**src/rtl/rtc_ctl_pkg.sv**
```systemverilog
package rtc_ctl_pkg;
    localparam int DATA_W = 32;
    localparam int ADDR_W = 2;

    localparam logic [ADDR_W-1:0] A_CTRL = 2'd0;
    localparam logic [ADDR_W-1:0] A_KEY  = 2'd1;
    localparam logic [ADDR_W-1:0] A_TIME = 2'd2;

    localparam int B_ON     = 0;
    localparam int B_WREN   = 1;
    localparam int B_CSEL   = 2;   // two bits
    localparam int B_OSEL   = 4;   // two bits
    localparam int B_OE     = 6;
    localparam int B_HALF   = 8;
    localparam int B_SYNC   = 9;
    localparam int B_RUN    = 10;

    localparam logic [DATA_W-1:0] KEY_FIRST  = 32'hAA99_6655;
    localparam logic [DATA_W-1:0] KEY_SECOND = 32'h5566_99AA;

    typedef enum logic [1:0] {
        UL_IDLE = 2'd0,
        UL_KEY1 = 2'd1,
        UL_OPEN = 2'd2
    } unlock_t;

    typedef enum logic [1:0] {
        PIN_ALARM  = 2'd0,
        PIN_SECCLK = 2'd1,
        PIN_TICK   = 2'd2,
        PIN_NONE   = 2'd3
    } pin_src_t;
endpackage

```
**src/rtl/rtc_unlock_fsm.sv**
```systemverilog
module rtc_unlock_fsm
    import rtc_ctl_pkg::*;
(
    input  logic              clk,
    input  logic              por_n,
    input  logic              wr_en,
    input  logic              key_sel,
    input  logic [DATA_W-1:0] wdata,
    output logic              open_o
);
    unlock_t state_q, state_d;
    logic    is_k1, is_k2;

    assign is_k1 = key_sel && (wdata == KEY_FIRST);
    assign is_k2 = key_sel && (wdata == KEY_SECOND);

    always_ff @(posedge clk or negedge por_n) begin
        if (!por_n) state_q <= UL_IDLE;
        else        state_q <= state_d;
    end

    always_comb begin
        state_d = state_q;
        if (wr_en) begin
            unique case (state_q)
                UL_IDLE: state_d = is_k1 ? UL_KEY1 : UL_IDLE;
                UL_KEY1: state_d = is_k2 ? UL_OPEN : (is_k1 ? UL_KEY1 : UL_IDLE);
                UL_OPEN: state_d = is_k1 ? UL_KEY1 : UL_IDLE;
                default: state_d = UL_IDLE;
            endcase
        end
    end

    always_comb begin
        unique case (state_q)
            UL_OPEN: open_o = 1'b1;
            default: open_o = 1'b0;
        endcase
    end
endmodule

```
**src/rtl/rtc_prescaler.sv**
```systemverilog
module rtc_prescaler #(
    parameter int TICKS_PER_SEC = 32768,
    parameter int SYNC_TICKS    = 32
) (
    input  logic clk,
    input  logic por_n,
    input  logic run,
    input  logic tick,
    input  logic clear,
    output logic sec_pulse,
    output logic half,
    output logic sync
);
    localparam int CNT_W = $clog2(TICKS_PER_SEC);
    localparam logic [CNT_W-1:0] LAST    = CNT_W'(TICKS_PER_SEC - 1);
    localparam logic [CNT_W-1:0] HALF_AT = CNT_W'(TICKS_PER_SEC / 2);
    localparam logic [CNT_W-1:0] SYNC_AT = CNT_W'(TICKS_PER_SEC - SYNC_TICKS);

    logic [CNT_W-1:0] cnt_q;
    logic             step, wrap;

    assign step = run && tick;
    assign wrap = step && (cnt_q == LAST);

    always_ff @(posedge clk or negedge por_n) begin
        if (!por_n) begin
            cnt_q     <= '0;
            sec_pulse <= 1'b0;
        end else begin
            sec_pulse <= wrap && !clear;
            if (clear || wrap) cnt_q <= '0;
            else if (step)     cnt_q <= cnt_q + 1'b1;
        end
    end

    assign half = (cnt_q >= HALF_AT);
    assign sync = (cnt_q >= SYNC_AT);
endmodule

```
**src/rtl/rtc_pin_mux.sv**
```systemverilog
module rtc_pin_mux
    import rtc_ctl_pkg::*;
(
    input  logic     clk,
    input  logic     por_n,
    input  logic     oe,
    input  pin_src_t src,
    input  logic     alarm,
    input  logic     sec_clk,
    input  logic     tick_clk,
    output logic     pin
);
    logic pin_d;

    always_comb begin
        unique case (src)
            PIN_ALARM:  pin_d = alarm;
            PIN_SECCLK: pin_d = sec_clk;
            PIN_TICK:   pin_d = tick_clk;
            default:    pin_d = 1'b0;
        endcase
    end

    always_ff @(posedge clk or negedge por_n) begin
        if (!por_n) pin <= 1'b0;
        else        pin <= oe && pin_d;
    end
endmodule

```
**src/rtl/rtc_ctl_unit.sv**
```systemverilog
module rtc_ctl_unit
    import rtc_ctl_pkg::*;
#(
    parameter int TICKS_PER_SEC = 32768,
    parameter int SYNC_TICKS    = 32
) (
    input  logic              clk,
    input  logic              por_n,
    input  logic              tick_int_i,
    input  logic              tick_ext_i,
    input  logic              alarm_i,
    input  logic              wr_en_i,
    input  logic [ADDR_W-1:0] wr_addr_i,
    input  logic [DATA_W-1:0] wr_data_i,
    input  logic [ADDR_W-1:0] rd_addr_i,
    output logic [DATA_W-1:0] rd_data_o,
    output logic              time_wr_o,
    output logic [DATA_W-1:0] time_wdata_o,
    output logic              sec_pulse_o,
    output logic              pin_o
);
    logic       on_q, wren_q, oe_q;
    logic [1:0] clksel_q;
    pin_src_t   outsel_q;
    logic       ul_open, ctrl_wr, key_wr;
    logic       sel_tick, running, half, sync;

    assign ctrl_wr      = wr_en_i && (wr_addr_i == A_CTRL);
    assign key_wr       = (wr_addr_i == A_KEY);
    assign time_wr_o    = wr_en_i && (wr_addr_i == A_TIME) && wren_q;
    assign time_wdata_o = wr_data_i;

    rtc_unlock_fsm u_unlock (
        .clk    (clk),
        .por_n  (por_n),
        .wr_en  (wr_en_i),
        .key_sel(key_wr),
        .wdata  (wr_data_i),
        .open_o (ul_open)
    );

    // control word, power-on reset only
    always_ff @(posedge clk or negedge por_n) begin
        if (!por_n) begin
            on_q     <= 1'b0;
            wren_q   <= 1'b0;
            oe_q     <= 1'b0;
            clksel_q <= 2'b00;
            outsel_q <= PIN_ALARM;
        end else if (ctrl_wr) begin
            wren_q   <= wr_data_i[B_WREN] && (wren_q || ul_open);
            if (wren_q) on_q <= wr_data_i[B_ON];
            oe_q     <= wr_data_i[B_OE];
            clksel_q <= wr_data_i[B_CSEL +: 2];
            outsel_q <= pin_src_t'(wr_data_i[B_OSEL +: 2]);
        end
    end

    always_comb begin
        unique case (clksel_q)
            2'b00:   sel_tick = tick_int_i;
            2'b01:   sel_tick = tick_ext_i;
            default: sel_tick = 1'b0;
        endcase
    end

    assign running = on_q && !clksel_q[1];

    rtc_prescaler #(
        .TICKS_PER_SEC(TICKS_PER_SEC),
        .SYNC_TICKS   (SYNC_TICKS)
    ) u_presc (
        .clk      (clk),
        .por_n    (por_n),
        .run      (running),
        .tick     (sel_tick),
        .clear    (time_wr_o),
        .sec_pulse(sec_pulse_o),
        .half     (half),
        .sync     (sync)
    );

    rtc_pin_mux u_pin (
        .clk     (clk),
        .por_n   (por_n),
        .oe      (oe_q),
        .src     (outsel_q),
        .alarm   (alarm_i),
        .sec_clk (half),
        .tick_clk(running && sel_tick),
        .pin     (pin_o)
    );

    always_comb begin
        rd_data_o = '0;
        if (rd_addr_i == A_CTRL) begin
            rd_data_o[B_ON]         = on_q;
            rd_data_o[B_WREN]       = wren_q;
            rd_data_o[B_CSEL +: 2]  = clksel_q;
            rd_data_o[B_OSEL +: 2]  = outsel_q;
            rd_data_o[B_OE]         = oe_q;
            rd_data_o[B_HALF]       = half;
            rd_data_o[B_SYNC]       = sync;
            rd_data_o[B_RUN]        = running;
        end
    end
endmodule

```
**config.mk**
```make
export PLATFORM = sky130hd
export DESIGN_NAME = rtc_ctl_unit
export DESIGN_NICKNAME = d
export VERILOG_FILES = /design/src/rtl/rtc_ctl_pkg.sv /design/src/rtl/rtc_unlock_fsm.sv /design/src/rtl/rtc_prescaler.sv /design/src/rtl/rtc_pin_mux.sv /design/src/rtl/rtc_ctl_unit.sv
export SDC_FILE = /design/constraint.sdc
export NUM_CORES = 1
export LEC_CHECK = 0
export ABC_AREA = 1
export BUFFER_PORTS_ARGS = -buffer_cell sky130_fd_sc_hd__buf_2
export CAP_MARGIN = 20
export CORE_UTILIZATION = 47
export DETAILED_ROUTE_END_ITERATION = 8
export PLACE_DENSITY = 0.78
export SLEW_MARGIN = 5
export SYNTH_ARGS = -nofsm -noshare
export SYNTH_HDL_FRONTEND = slang
export SYNTH_HIERARCHICAL = 1
export SYNTH_SLANG_ARGS = --single-unit
```
**constraint.sdc**
```tcl
create_clock -name clk -period 1.7 [get_ports clk]
set_input_delay 0.085 -clock clk [delete_from_list [all_inputs] [get_ports clk]]
set_output_delay 0.085 -clock clk [all_outputs]
set_load 0.02 [all_outputs]
```
==> After elaboration in Yosys (flattened, before gate mapping) <==
Cells that the tools add are included.
W data, S select, Z words.
{ "classes": {"addsub": 1, "n_lt_le_gt_ge": 2, "eq_ne": 10, "n_mux": 10, "n_reduce_logical": 23} }
{ "op_table": {"columns": ["operator", "n"], "rows": [
  ["$eq A32 B31 Y1 const B", 1],
  ["$eq A32 B32 Y1 const B", 1],
  ["$ge A15 B15 Y1 const B", 2],
  ["$mux W15", 2],
  ["$add A15 B1 Y15 const B", 1],
  ["$eq A15 B15 Y1 const B", 1],
  ["$logic_and A1 B1 Y1", 11],
  ["$logic_not A2 Y1", 5],
  ["$eq A2 B1 Y1 const B", 4],
  ["$mux W7", 1],
  ["$eq A2 B2 Y1 const B", 3],
  ["$pmux W2 S2", 1],
  ["$mux W3", 1],
  ["$pmux W1 S3", 1],
  ["$logic_not A1 Y1", 2],
  ["$logic_or A1 B1 Y1", 2],
  ["$mux W1", 2],
  ["$mux W2", 1],
  ["$pmux W1 S2", 1],
  ["$reduce_and A2 Y1", 1],
  ["$reduce_bool A2 Y1", 1],
  ["$reduce_or A2 Y1", 1]
]} }
{ "word_totals": {"register_bits": 26, "output_inout_bits": 67, "elab_cells": 55} }

==> Longest topological paths before layout <==
Gate-level depths: netlist of run 1.
{ "depth": {"ltp_word": 6, "mapped_depth": 13} }

==> Cells and area by module <==
The synthesis of run 1 kept the hierarchy.
{ "by_module_without_submodules": {"columns": ["module", "instances", "cells_each", "area_each_um2"], "rows": [
  ["rtc_prescaler", 1, 137, 999.7],
  ["rtc_ctl_unit", 1, 123, 857.1],
  ["rtc_unlock_fsm", 1, 82, 381.6],
  ["rtc_pin_mux", 1, 10, 65.1]
]} }

==> Worst setup path before layout of run 1 <==
Ideal clock, no wire load.
{ "synth_path": {"path_type": "register to register", "startpoint": "register wren_q", "endpoint": "register u_presc.cnt_q[12]", "setup_time_ns": 0.126, "arrival_time_ns": 1.575, "required_ns": 1.574, "setup_slack_ns": -0.001, "path_stages_with_launch": 9, "synth_period_minus_slack_ns": 1.701, "path_cell_list": "dfrtp_1 -> nand2_1 -> nor2_1 -> inv_2 -> nand2_1 -> buf_4 -> nand3_1 -> o21ai_0 -> a21oi_1"} }
{ "synth_between": {"elab_chain_len": 3} }
{ "synth_rtl": {"columns": ["element", "line_no", "rtl"], "rows": [
  ["start: declaration", "rtc_ctl_unit.sv:22", "logic on_q, wren_q, oe_q;"],
  ["start signal: assignment", "rtc_ctl_unit.sv:51", "wren_q <= wr_data_i[B_WREN] && (wren_q || ul_open);"],
  ["$logic_and A1 B1 Y1 (*)", "rtc_ctl_unit.sv:30", "assign time_wr_o = wr_en_i && (wr_addr_i == A_TIME) && wren_q;"],
  ["named net time_wr_o", "rtc_ctl_unit.sv:17", "output logic time_wr_o,"],
  ["$logic_or A1 B1 Y1 (*)", "rtc_prescaler.sv:31", "if (clear || wrap) cnt_q <= '0;"],
  ["$mux W15 / $reduce_bool A2 Y1 (equally long branches)", null, null],
  ["end signal: assignment", "rtc_prescaler.sv:32", "else if (step) cnt_q <= cnt_q + 1'b1;"],
  ["end: declaration", "rtc_prescaler.sv:19", "logic [CNT_W-1:0] cnt_q;"]
]} }
The timed path passes the listed nets; every way through them passes the cells marked *.
A chain may end at the register's enable or synchronous reset.

==> Worst setup path in the final report of run 1 <==
{ "layout_path": {"startpoint": "register u_presc.cnt_q[7]", "endpoint": "output port rd_data_o[9]"} }
{ "layout_between": {"elab_chain_len": 2} }
{ "layout_rtl": {"columns": ["element", "line_no", "rtl"], "rows": [
  ["$ge A15 B15 Y1", "rtc_prescaler.sv:37", "assign sync = (cnt_q >= SYNC_AT);"],
  ["named net sync", "rtc_ctl_unit.sv:26", "logic sel_tick, running, half, sync;"],
  ["$mux W3", "rtc_ctl_unit.sv:96", "if (rd_addr_i == A_CTRL) begin"],
  ["end: declaration", "rtc_ctl_unit.sv:16", "output logic [DATA_W-1:0] rd_data_o,"]
]} }
The timed path passes the listed nets, and every way through them passes these cells.

==> results of run 1 <==
-- cell usage in the layout, fill, tap and decap left out, types with 2 or more instances in the layout --
cell type and count:
nand4_1 10, nand2_4 3, ha_1 2, nor2_4 3, nand3b_1 2, nor3_1 6, xor2_1 2, dfrtp_1 26
inv_2 2, nor2_2 4, buf_4 2, conb_1 22, nand2_1 83, nand3_2 2, nand2_2 2, buf_2 86
nand3_1 19, o21bai_1 3, nor4_1 2, o21ai_0 2, inv_1 48, nor2_1 64, clkbuf_8 3, a21oi_1 3
-- logic make-up (layout without fill, tap and decap cells) --
kind of cell | after synthesis | after routing
buffers and inverters | 109 | 145
other | 1 | 22
DFF | 26 | 26
adders and majority gates | 2 | 2
AOI/OAI and AO/OA | 9 | 9
and+or+nand+nor | 202 | 202
xor gates and xnor gates | 3 | 3
-- worst min-delay path, stage by stage --
cell and delay (ns):
buf_2 0.09, nand2_1 0.06, nand2_1 0.05
-- registers in the layout, indices dropped and copies added (netlist names) --
name	cells
wren_q	1
on_q	1
clksel_q	2
u_presc/sec_pulse	1
u_unlock/state_q	2
u_pin/pin	1
outsel_q	2
oe_q	1
u_presc/cnt_q	15
-- layout make-up --
cell class	count	area, um2
Multi-Input combinational cell	238	1110
Fill cell	438	2140
Clock buffer	3	41.3
Sequential cell	26	651
Timing Repair Buffer	90	475
Tap cell	67	83.8
Clock inverter	1	30.0
Inverter	51	196
-- routing by layer --
layer	wire [um]	GRT usage, %	vias to the layer above	part of all wire [%]
met1	2190	25.4	903	48
met3	253	1.67	2	5.6
met2	2080	30.8	84	46
met4	30	5.23	0	0.66
met5	0	0	-	0
li1	-	-	1115	-
-- worst max path at each step --
stage                           startpoint           endpoint  slack [ns]  cells after the start
after floorplan                     wren_q  u_presc/cnt_q[12]        0.14                      8
after global placement         clksel_q[1]  u_presc/cnt_q[11]        0.16                     10
after detailed placement       clksel_q[1]  u_presc/cnt_q[11]        0.07                     10
after CTS                      clksel_q[1]  u_presc/cnt_q[11]        0.06                     10
after global routing      u_presc/cnt_q[7]       rd_data_o[9]        0.03                      7
final                     u_presc/cnt_q[7]       rd_data_o[9]        0.14                      7
-- per-stage QoR --
stage / setup WS, ns / instance area, um2 / hold WS [ns] / utilization, % / power [mW]
6_report: 0.142 / 2580 / 0.0549 / 54.7 / 1.81
3_5_place_dp: 0.0716 / 2470 / 0.122 / 52.4 / 1.30
2_1_floorplan: 0.136 / 2380 / -0.211 / - / 1.21
3_3_place_gp: 0.160 / 2470 / 0.120 / 52.4 / 1.29
5_1_grt: 0.0272 / 2580 / 0.0888 / 54.7 / 1.92
4_1_cts: 0.0597 / 2560 / 0.0435 / 54.1 / 1.82
-- power by group --
part           internal (mW)  switching [mW]  total, mW
Clock                  0.315           0.194      0.509
Combinational          0.173           0.345      0.519
Sequential             0.697          0.0808      0.778
Total                   1.19           0.621       1.81
-- timing repair --
action | 4_1_cts | 5_1_grt
hold endpoints to repair | 26 | 0
hold buffers | 1 | 0
gates resized for setup | 0 | 2
setup endpoints to repair | 0 | 11
buffers inserted | 0 | 1
==> flow_summary.toml, run 1 <==
[outcome]
status = "complete, but fails checks"
violations = "design-rule violations"

[yosys]
postSynth.asyncResetShare_pct = 100
synth_edf_count = 0
netlist.area_leader.share_pct = 28.2
synthTopCellsByArea = "dfrtp_1, buf_4, nand2_1"
synth_cell_types = 29
synth_cells = 352
synthMuxAreaShare_pct = 0
yosysWarnings = 6
ys_ff_latch = 26
synth_top_family_by_area = "simple AND/OR/NAND/NOR gates"
synth.yosys.seq_area_share_pct = 28.2
yosys.area_share.xor_xnor_pct = 1.14
synthesis.area_um2 = 2300
ys.flop_type = "dfrtp_1"
synth_compound_area_share_pct = 2.77
synth.largest_area_cell = "dfrtp_1"
synth_common_cells = "nand2_1, nor2_1, buf_4"
yosysMostFrequentCell = "nand2_1"
synth-adder-area-share_pct = 1.09
avgSynthCellArea_um2 = 6.54
synthSimpleGateAreaFrac_pct = 39.0

[die]
fp.coreArea_um2 = 4720
dieHeight_um = 72.0
dieArea_um2 = 5180
initial_core_util_pct = 48.8
die_x_um = 72.0
fp-row-count = 25
pin_count = 109

[drt]
drtAntennaViolNets = 0
first_pass_iters = 6
drc = 2
num_vias = 2104
wire_per_inst_um = 9.57
dr.first_iter.drc_count = 123
vias_per_cell = 4.42
routed_wl_um = 4550

[clocking]
cts-root-buf = "clkbuf_8"
clockBufferDepth = 2
cts.htree.levels = 1
clk_pin_slew_ns = 0.09
cts_buffers = 3
worstSkewPairLatency_ns = 0.27
clkSinkCount = 26
tritoncts = "done"

[finish]
syn_to_final_growth_pct = 12.2
antennaDiodeCount = 0
drive_gt1_share_pct = 27.4
final_nets = 454
layoutNonFillerInstCount = 476

[setup_path]
ff2ff_setup_slack_ns = 0.15
path_cells = "nand2_1 -> nor2_1 -> nand3_1 -> nor2_1 -> inv_1 -> nor2_1 -> buf_2"
r2r_end = "u_presc/cnt_q[12]"
critPathCaptureType = "output port"
critPathMaxFanout = 4
reg2reg_from = "clksel_q[1]"
crit_family = "simple AND/OR/NAND/NOR gates"
crit_slowest_cell = "dfrtp_1"
worst-path-buf-inv = 2
cp.required_ns = 1.62
crit_top_cell = "nor2_1"
critical_path_class = "register to output port"
worst-r2r-cell-count = 9
crit_path_start_kind = "register"
max_stage_delay_ns = 0.42
worstPathArrival_ns = 1.47

[flow_run]
cap_viol_max_count = 0

[hold_path]
hold_start = "wr_data_i[5]"
holdPathStages = 3
min_to = "outsel_q[1]"
min_path_type = "input pin to register"

[sta]
rsz0062_at_grt = "false"
min_period_ns = 1.56
max_slew.worst_pin.slew_ns = 0.579
final_max_slew_viol_count = 0
finalClockSkew_ns = 0.00597
fmax_mhz = 642
setup_violations = 0
tns_ns = 0
slew_headroom_pct = 61.4
fin_crit_sh_pct = 91.7
hold_violations = 0

[place]
dp.cells = 470
routabilityCongestion = 0.927
hpwl_um = 3690
port_buffers = 86

[grt]
grtUsageTotal_pct = 18.4
grt_antenna_before_repair = 0
grt_pass1_wl_um = 7680
grt_max_degree = 27
grt_pass1_vias = 1812
grt_overflow_total = 0

[power]
peakVddDrop_mv = 0.307
p_leak_nw = 1.47
p_per_area_nw_per_um2 = 699
Note: power is estimated with default switching activity, not from simulation.
==> run 2, diff against run 1 <==
==> constraint.sdc (replaced) <==
create_clock -name clk -period 1.5 [get_ports clk]
set_input_delay 0.075 -clock clk [delete_from_list [all_inputs] [get_ports clk]]
set_output_delay 0.075 -clock clk [all_outputs]
set_load 0.02 [all_outputs]
==> run 2 against run 1 <==
The run ends with negative setup slack left. Sequential power rose by 11%. Clock power decreased by 9.4%. First-iteration DRC count is 42% higher. Via count rose by 7.7%. Clock skew fell by 0.0018 ns. Register-to-register slack worse by 0.17 ns. Die area unchanged. Worst setup slack worse by 0.16 ns. Routed wire length is 6.9% higher. Power rose by 14%. Utilization increased by 4.8 points. Largest power group unchanged. Non-clock buffer count is 26 higher.
==> flow_summary.toml, run 2 (synthesized netlist as in run 1, its figures left out) <==
[outcome]
status = "complete, but fails checks"
violations = "negative setup slack"

[clocking]
cts-root-buf = "clkbuf_8"
clk_pin_slew_ns = 0.09
cts.htree.levels = 1
clockBufferDepth = 2
cts_buffers = 3
clkSinkCount = 26
tritoncts = "done"
worstSkewPairLatency_ns = 0.28

[finish]
largest-register = "u_presc/cnt_q"
layoutNonFillerInstCount = 502
layout_common_cells = "buf_2, nand2_1, nor2_1"
largest_reg_flops = 15
syn_to_final_growth_pct = 22.1
drive_gt1_share_pct = 33.3
fin_util_pct = 59.5
antennaDiodeCount = 0
final_common_cell = "buf_2"
final_nets = 480

[setup_path]
worst-path-buf-inv = 3
reg2reg_from = "clksel_q[0]"
crit_family = "simple AND/OR/NAND/NOR gates"
r2r_end = "u_presc/cnt_q[3]"
worstPathArrival_ns = 1.70
critPathCaptureType = "register"
ff2ff_setup_slack_ns = -0.02
max_stage_delay_ns = 0.42
critical_path_class = "register to register"
worst-r2r-cell-count = 10
crit_slowest_cell = "dfrtp_1"
cp.required_ns = 1.67
critPathMaxFanout = 5
path_cells = "nand2_1 -> nand2_2 -> nor2_1 -> nand2_1 -> buf_4 -> inv_1 -> nand3_2 -> o21ai_4 -> buf_4 -> nor2_1"
crit_path_start_kind = "register"

[die]
initial_core_util_pct = 48.8
dieHeight_um = 72.0
die_x_um = 72.0
fp-row-count = 25
pin_count = 109
fp.coreArea_um2 = 4720
dieArea_um2 = 5180

[hold_path]
min_to = "outsel_q[1]"
hold_start = "wr_data_i[5]"
holdPathStages = 3
min_path_type = "input pin to register"

[grt]
grtUsageTotal_pct = 18.5
use_met1_pct = 24.5
use_met3_pct = 1.81
grt_overflow_total = 0
grt_pass1_wl_um = 7850
grt_antenna_before_repair = 0
grt_pass1_vias = 1835
grt_max_degree = 27
top_usage_layer = "met2"
grt_util_met2_pct = 32.2

[drt]
first_pass_iters = 7
drtAntennaViolNets = 0
vias_per_cell = 4.51
num_vias = 2265
routed_wl_um = 4870
wire_per_inst_um = 9.69
drc = 0
dr.first_iter.drc_count = 175

[power]
p_seq_share_pct = 42.1
swShare_pct = 35.9
power_mw = 2.05
p_leak_nw = 1.60
power_switching_mw = 0.736
peakVddDrop_mv = 0.355
p_per_area_nw_per_um2 = 729
pwr-share-clk_pct = 22.5
p_int_mw = 1.31
comb_power_share_pct = 35.4

[sta]
finalWorstSetupSlack_ns = -0.0211
slew_headroom_pct = 62.0
fmax_mhz = 657
final_max_slew_viol_count = 0
setup_violations = 12
tns_ns = -0.135
hold_violations = 0
finalClockSkew_ns = 0.00421
fin_crit_sh_pct = 101
min_period_ns = 1.52
max_slew.worst_pin.slew_ns = 0.571
rsz0062_at_grt = "true"

[place]
port_buffers = 86
routabilityCongestion = 0.854
hpwl_um = 3940
dp.cells = 484

[flow_run]
cap_viol_max_count = 0
run 2: layout make-up:
cell class,instances,area [um2]
timing repair buffer,116,684
tap,67,83.8
inverter,51,196
multi-input combinational,238,1140
clock buffer,4,55.1
fill,455,1910
sequential,26,651
run 2: worst max path at each step:
stage | from | to | slack (ns) | cells after the start
final | clksel_q[0] | u_presc/cnt_q[3] | -0.02 | 10
after CTS | clksel_q[1] | u_presc/cnt_q[11] | 0.002 | 12
after floorplan | wren_q | u_presc/cnt_q[12] | 0.02 | 8
after detailed placement | clksel_q[1] | u_presc/cnt_q[12] | 0.02 | 9
after global routing | clksel_q[1] | u_presc/cnt_q[5] | -0.11 | 11
after global placement | clksel_q[1] | u_presc/cnt_q[11] | 0.09 | 12
run 2: stage by stage:
| step | area, um2 | setup slack (ns) | hold WS, ns |
|---|---|---|---|
| 2_1_floorplan | 2390 | 0.0164 | -0.221 |
| 3_3_place_gp | 2600 | 0.0869 | 0.105 |
| 3_5_place_dp | 2600 | 0.0185 | 0.107 |
| 4_1_cts | 2690 | 0.00226 | 0.0293 |
| 5_1_grt | 2810 | -0.115 | 0.0512 |
| 6_report | 2810 | -0.0211 | 0.0288 |
run 2: per-layer routing:
layer	vias up	wire, um
met2	100	2280
met1	990	2250
li1	1168	-
met3	7	273
met4	0	59
met5	-	0
run 2: worst reg2reg max path: stages (launching register included):
cell and delay, ns:
dfrtp_1 0.42, nand2_1 0.09, nand2_2 0.05, nor2_1 0.10, nand2_1 0.09, buf_4 0.14
inv_1 0.06, nand3_2 0.11, o21ai_4 0.16, buf_4 0.16, nor2_1 0.04
run 2: power groups by stage:
stage / clock network (mW) / logic [mW] / registers (mW)
finish: 0.461 / 0.726 / 0.863
detailed placement: 0 / 0.661 / 0.880
global route: 0.502 / 0.809 / 0.875
CTS: 0.469 / 0.681 / 0.861
global placement: 0 / 0.646 / 0.875
floorplan: 0 / 0.496 / 0.876
run 2: what timing repair did:
action                                 in CTS  in global routing
buffers inserted                            3                 10
cloned                                      0                  0
pin swaps                                   0                 11
hold buffers                                1                  0
resized for setup                           2                 16
setup endpoints to repair                   1                 13
endpoints found under the hold margin      26                  0
==> run 3, diff against run 2 <==
--- a/config.mk
+++ b/config.mk
@@ -8,9 +8,10 @@
 export ABC_AREA = 1
 export BUFFER_PORTS_ARGS = -buffer_cell sky130_fd_sc_hd__buf_2
 export CAP_MARGIN = 20
-export CORE_UTILIZATION = 47
+export CORE_UTILIZATION = 48
+export CTS_BUF_LIST = sky130_fd_sc_hd__clkbuf_4
 export DETAILED_ROUTE_END_ITERATION = 8
-export PLACE_DENSITY = 0.78
+export PLACE_DENSITY = 0.79
 export SLEW_MARGIN = 5
 export SYNTH_ARGS = -nofsm -noshare
 export SYNTH_HDL_FRONTEND = slang
==> run 3 against run 2 <==
The flow finishes with violations (design-rule violations). Worst setup slack gained 0.035 ns. Via count grew 1.9%. Power grew 3.0%. Flip-flop and latch count is the same. Final cell count shrank 1.8%. Global-route usage grew 0.88 points. Utilization grew 4.3 points. Register-to-register slack gained 0.05 ns. Sequential power grew 2%. Worst hold slack lost 0.0092 ns. Critical path depth shrank 3. Largest power group unchanged.
==> flow_summary.toml, run 3 (synthesized netlist as in run 1, its figures left out) <==
[outcome]
status = "complete, but fails checks"
violations = "design-rule violations"

[sta]
fin_crit_sh_pct = 99.1
hold_violations = 0
finalWorstSetupSlack_ns = 0.0137
rsz0062_at_grt = "true"
min_period_ns = 1.49
final_max_slew_viol_count = 0
slew_headroom_pct = 61.2
max_slew.worst_pin.slew_ns = 0.583
fmax_mhz = 673
setup_violations = 0
finalClockSkew_ns = 0.00315

[drt]
routed_wl_um = 5270
dr.first_iter.drc_count = 137
vias_per_cell = 4.68
num_vias = 2307
drc = 5
drtAntennaViolNets = 0
wire_per_inst_um = 10.7
first_pass_iters = 6

[power]
comb_power_share_pct = 35.5
pwr-share-clk_pct = 23.0
p_per_area_nw_per_um2 = 740
power_mw = 2.11
p_seq_share_pct = 41.5
swShare_pct = 36.0
power_switching_mw = 0.761
p_leak_nw = 1.62
peakVddDrop_mv = 0.346
p_int_mw = 1.35

[finish]
final_nets = 486
final_common_cell = "buf_2"
largest_reg_flops = 15
fin_area_um2 = 2850
layout_common_cells = "buf_2, nand2_1, nor2_1"
largest-register = "u_presc/cnt_q"
syn_to_final_growth_pct = 23.9
drive_gt1_share_pct = 35.1
antennaDiodeCount = 0

[die]
pin_count = 109
dieHeight_um = 71.3
dieArea_um2 = 5080
fp-row-count = 24
initial_core_util_pct = 51.5
die_x_um = 71.3
fp.coreArea_um2 = 4470

[grt]
use_met1_pct = 25.6
grt_max_degree = 27
grt_pass1_wl_um = 8000
grt_util_met2_pct = 33.7
grt_antenna_before_repair = 0
top_usage_layer = "met2"
grt_overflow_total = 0
use_met3_pct = 1.55
grt_pass1_vias = 1901
grtUsageTotal_pct = 19.4

[setup_path]
worstPathArrival_ns = 1.41
worst-path-buf-inv = 2
critPathMaxFanout = 2
crit_family = "simple AND/OR/NAND/NOR gates"
critical_path_class = "register to output port"
crit_slowest_cell = "dfrtp_1"
cp.required_ns = 1.42
path_cells = "nand2_2 -> nor2_4 -> nand3_2 -> nor2_1 -> inv_1 -> nor2_1 -> buf_4"
crit_path_start_kind = "register"
max_stage_delay_ns = 0.42
critPathCaptureType = "output port"
crit_top_cell = "nor2_1"

[place]
place_ws_ns = -0.0777
routabilityCongestion = 0.906
port_buffers = 86
hpwl_um = 3820
placed_area_um2 = 2540

[clocking]
cts.htree.levels = 1
clkSinkCount = 26
cts-root-buf = "clkbuf_4"
clk_pin_slew_ns = 0.15
worstSkewPairLatency_ns = 0.32
clockBufferDepth = 2
cts_buffers = 3
tritoncts = "done"

[hold_path]
min_path_type = "input pin to register"

[flow_run]
cap_viol_max_count = 0
## run 3: power by group through the flow
stage | Sequential [mW] | Clock [mW] | Combinational, mW
6_report | 0.876 | 0.486 | 0.750
3_5_place_dp | 0.892 | 0 | 0.618
5_1_grt | 0.887 | 0.530 | 0.832
4_1_cts | 0.867 | 0.498 | 0.687
3_3_place_gp | 0.888 | 0 | 0.600
2_1_floorplan | 0.876 | 0 | 0.496
## run 3: cell type report
type	count	area, um2
inverters	51	196
clock buffers	3	22.5
repair buffers	122	721
fillers	373	1620
multi-input cells	238	1170
well taps	52	65.1
clock inverters	1	30.0
flip-flops and latches	26	651
## run 3: worst reg2reg max path, cell delays in order, from the launching register on
cell	delay (ns)
dfrtp_1	0.42
inv_1	0.11
nand2_2	0.08
nor2_2	0.12
nand2_2	0.09
nand2_4	0.13
nand2_4	0.07
nor2_4	0.16
nand2_1	0.07
nand2_1	0.06
nand2_1	0.05
nor2_1	0.07
## run 3: per-stage QoR
| stage | hold WS [ns] | setup TNS [ns] | instances | utilization (%) |
|---|---|---|---|---|
| final | 0.0196 | 0 | 493 | 63.8 |
| after global routing | 0.00103 | -0.903 | 493 | 63.8 |
| after CTS | 0.0114 | 0 | 483 | 60.9 |
| after detailed placement | 0.105 | -0.353 | 466 | 56.9 |
| after global placement | 0.102 | 0 | 466 | 56.9 |
| after floorplan | -0.221 | 0 | 373 | - |
## run 3: repair_timing
action / 4_1_cts / 5_1_grt
pin swaps: 2 / 14
setup endpoints to repair: 14 / 16
setup buffers: 9 / 10
resized for setup: 7 / 17
hold buffers: 4 / 0
endpoints found under the hold margin: 29 / 0
## run 3: metal layers
| layer | routed length (um) | vias up |
|---|---|---|
| li1 | - | 1176 |
| met1 | 2340 | 1019 |
| met2 | 2540 | 100 |
| met3 | 291 | 12 |
| met4 | 99 | 0 |
| met5 | 0 | - |
## run 3: path summary, 6_finish.rpt
kind | cells past startpoint | start | slack (ns) | end
max in group asynchronous | 2 | por_n | 0.86 | u_presc/cnt_q[1]
setup reg to reg | 11 | clksel_q[1] | 0.03 | u_presc/cnt_q[11]
min in group asynchronous | 2 | por_n | 0.26 | u_presc/cnt_q[9]
hold reg to reg | 2 | u_unlock/state_q[1] | 0.51 | u_unlock/state_q[1]
hold / removal | 3 | wr_data_i[3] | 0.02 | clksel_q[1]
setup / recovery | 7 | u_presc/cnt_q[7] | 0.01 | rd_data_o[9]
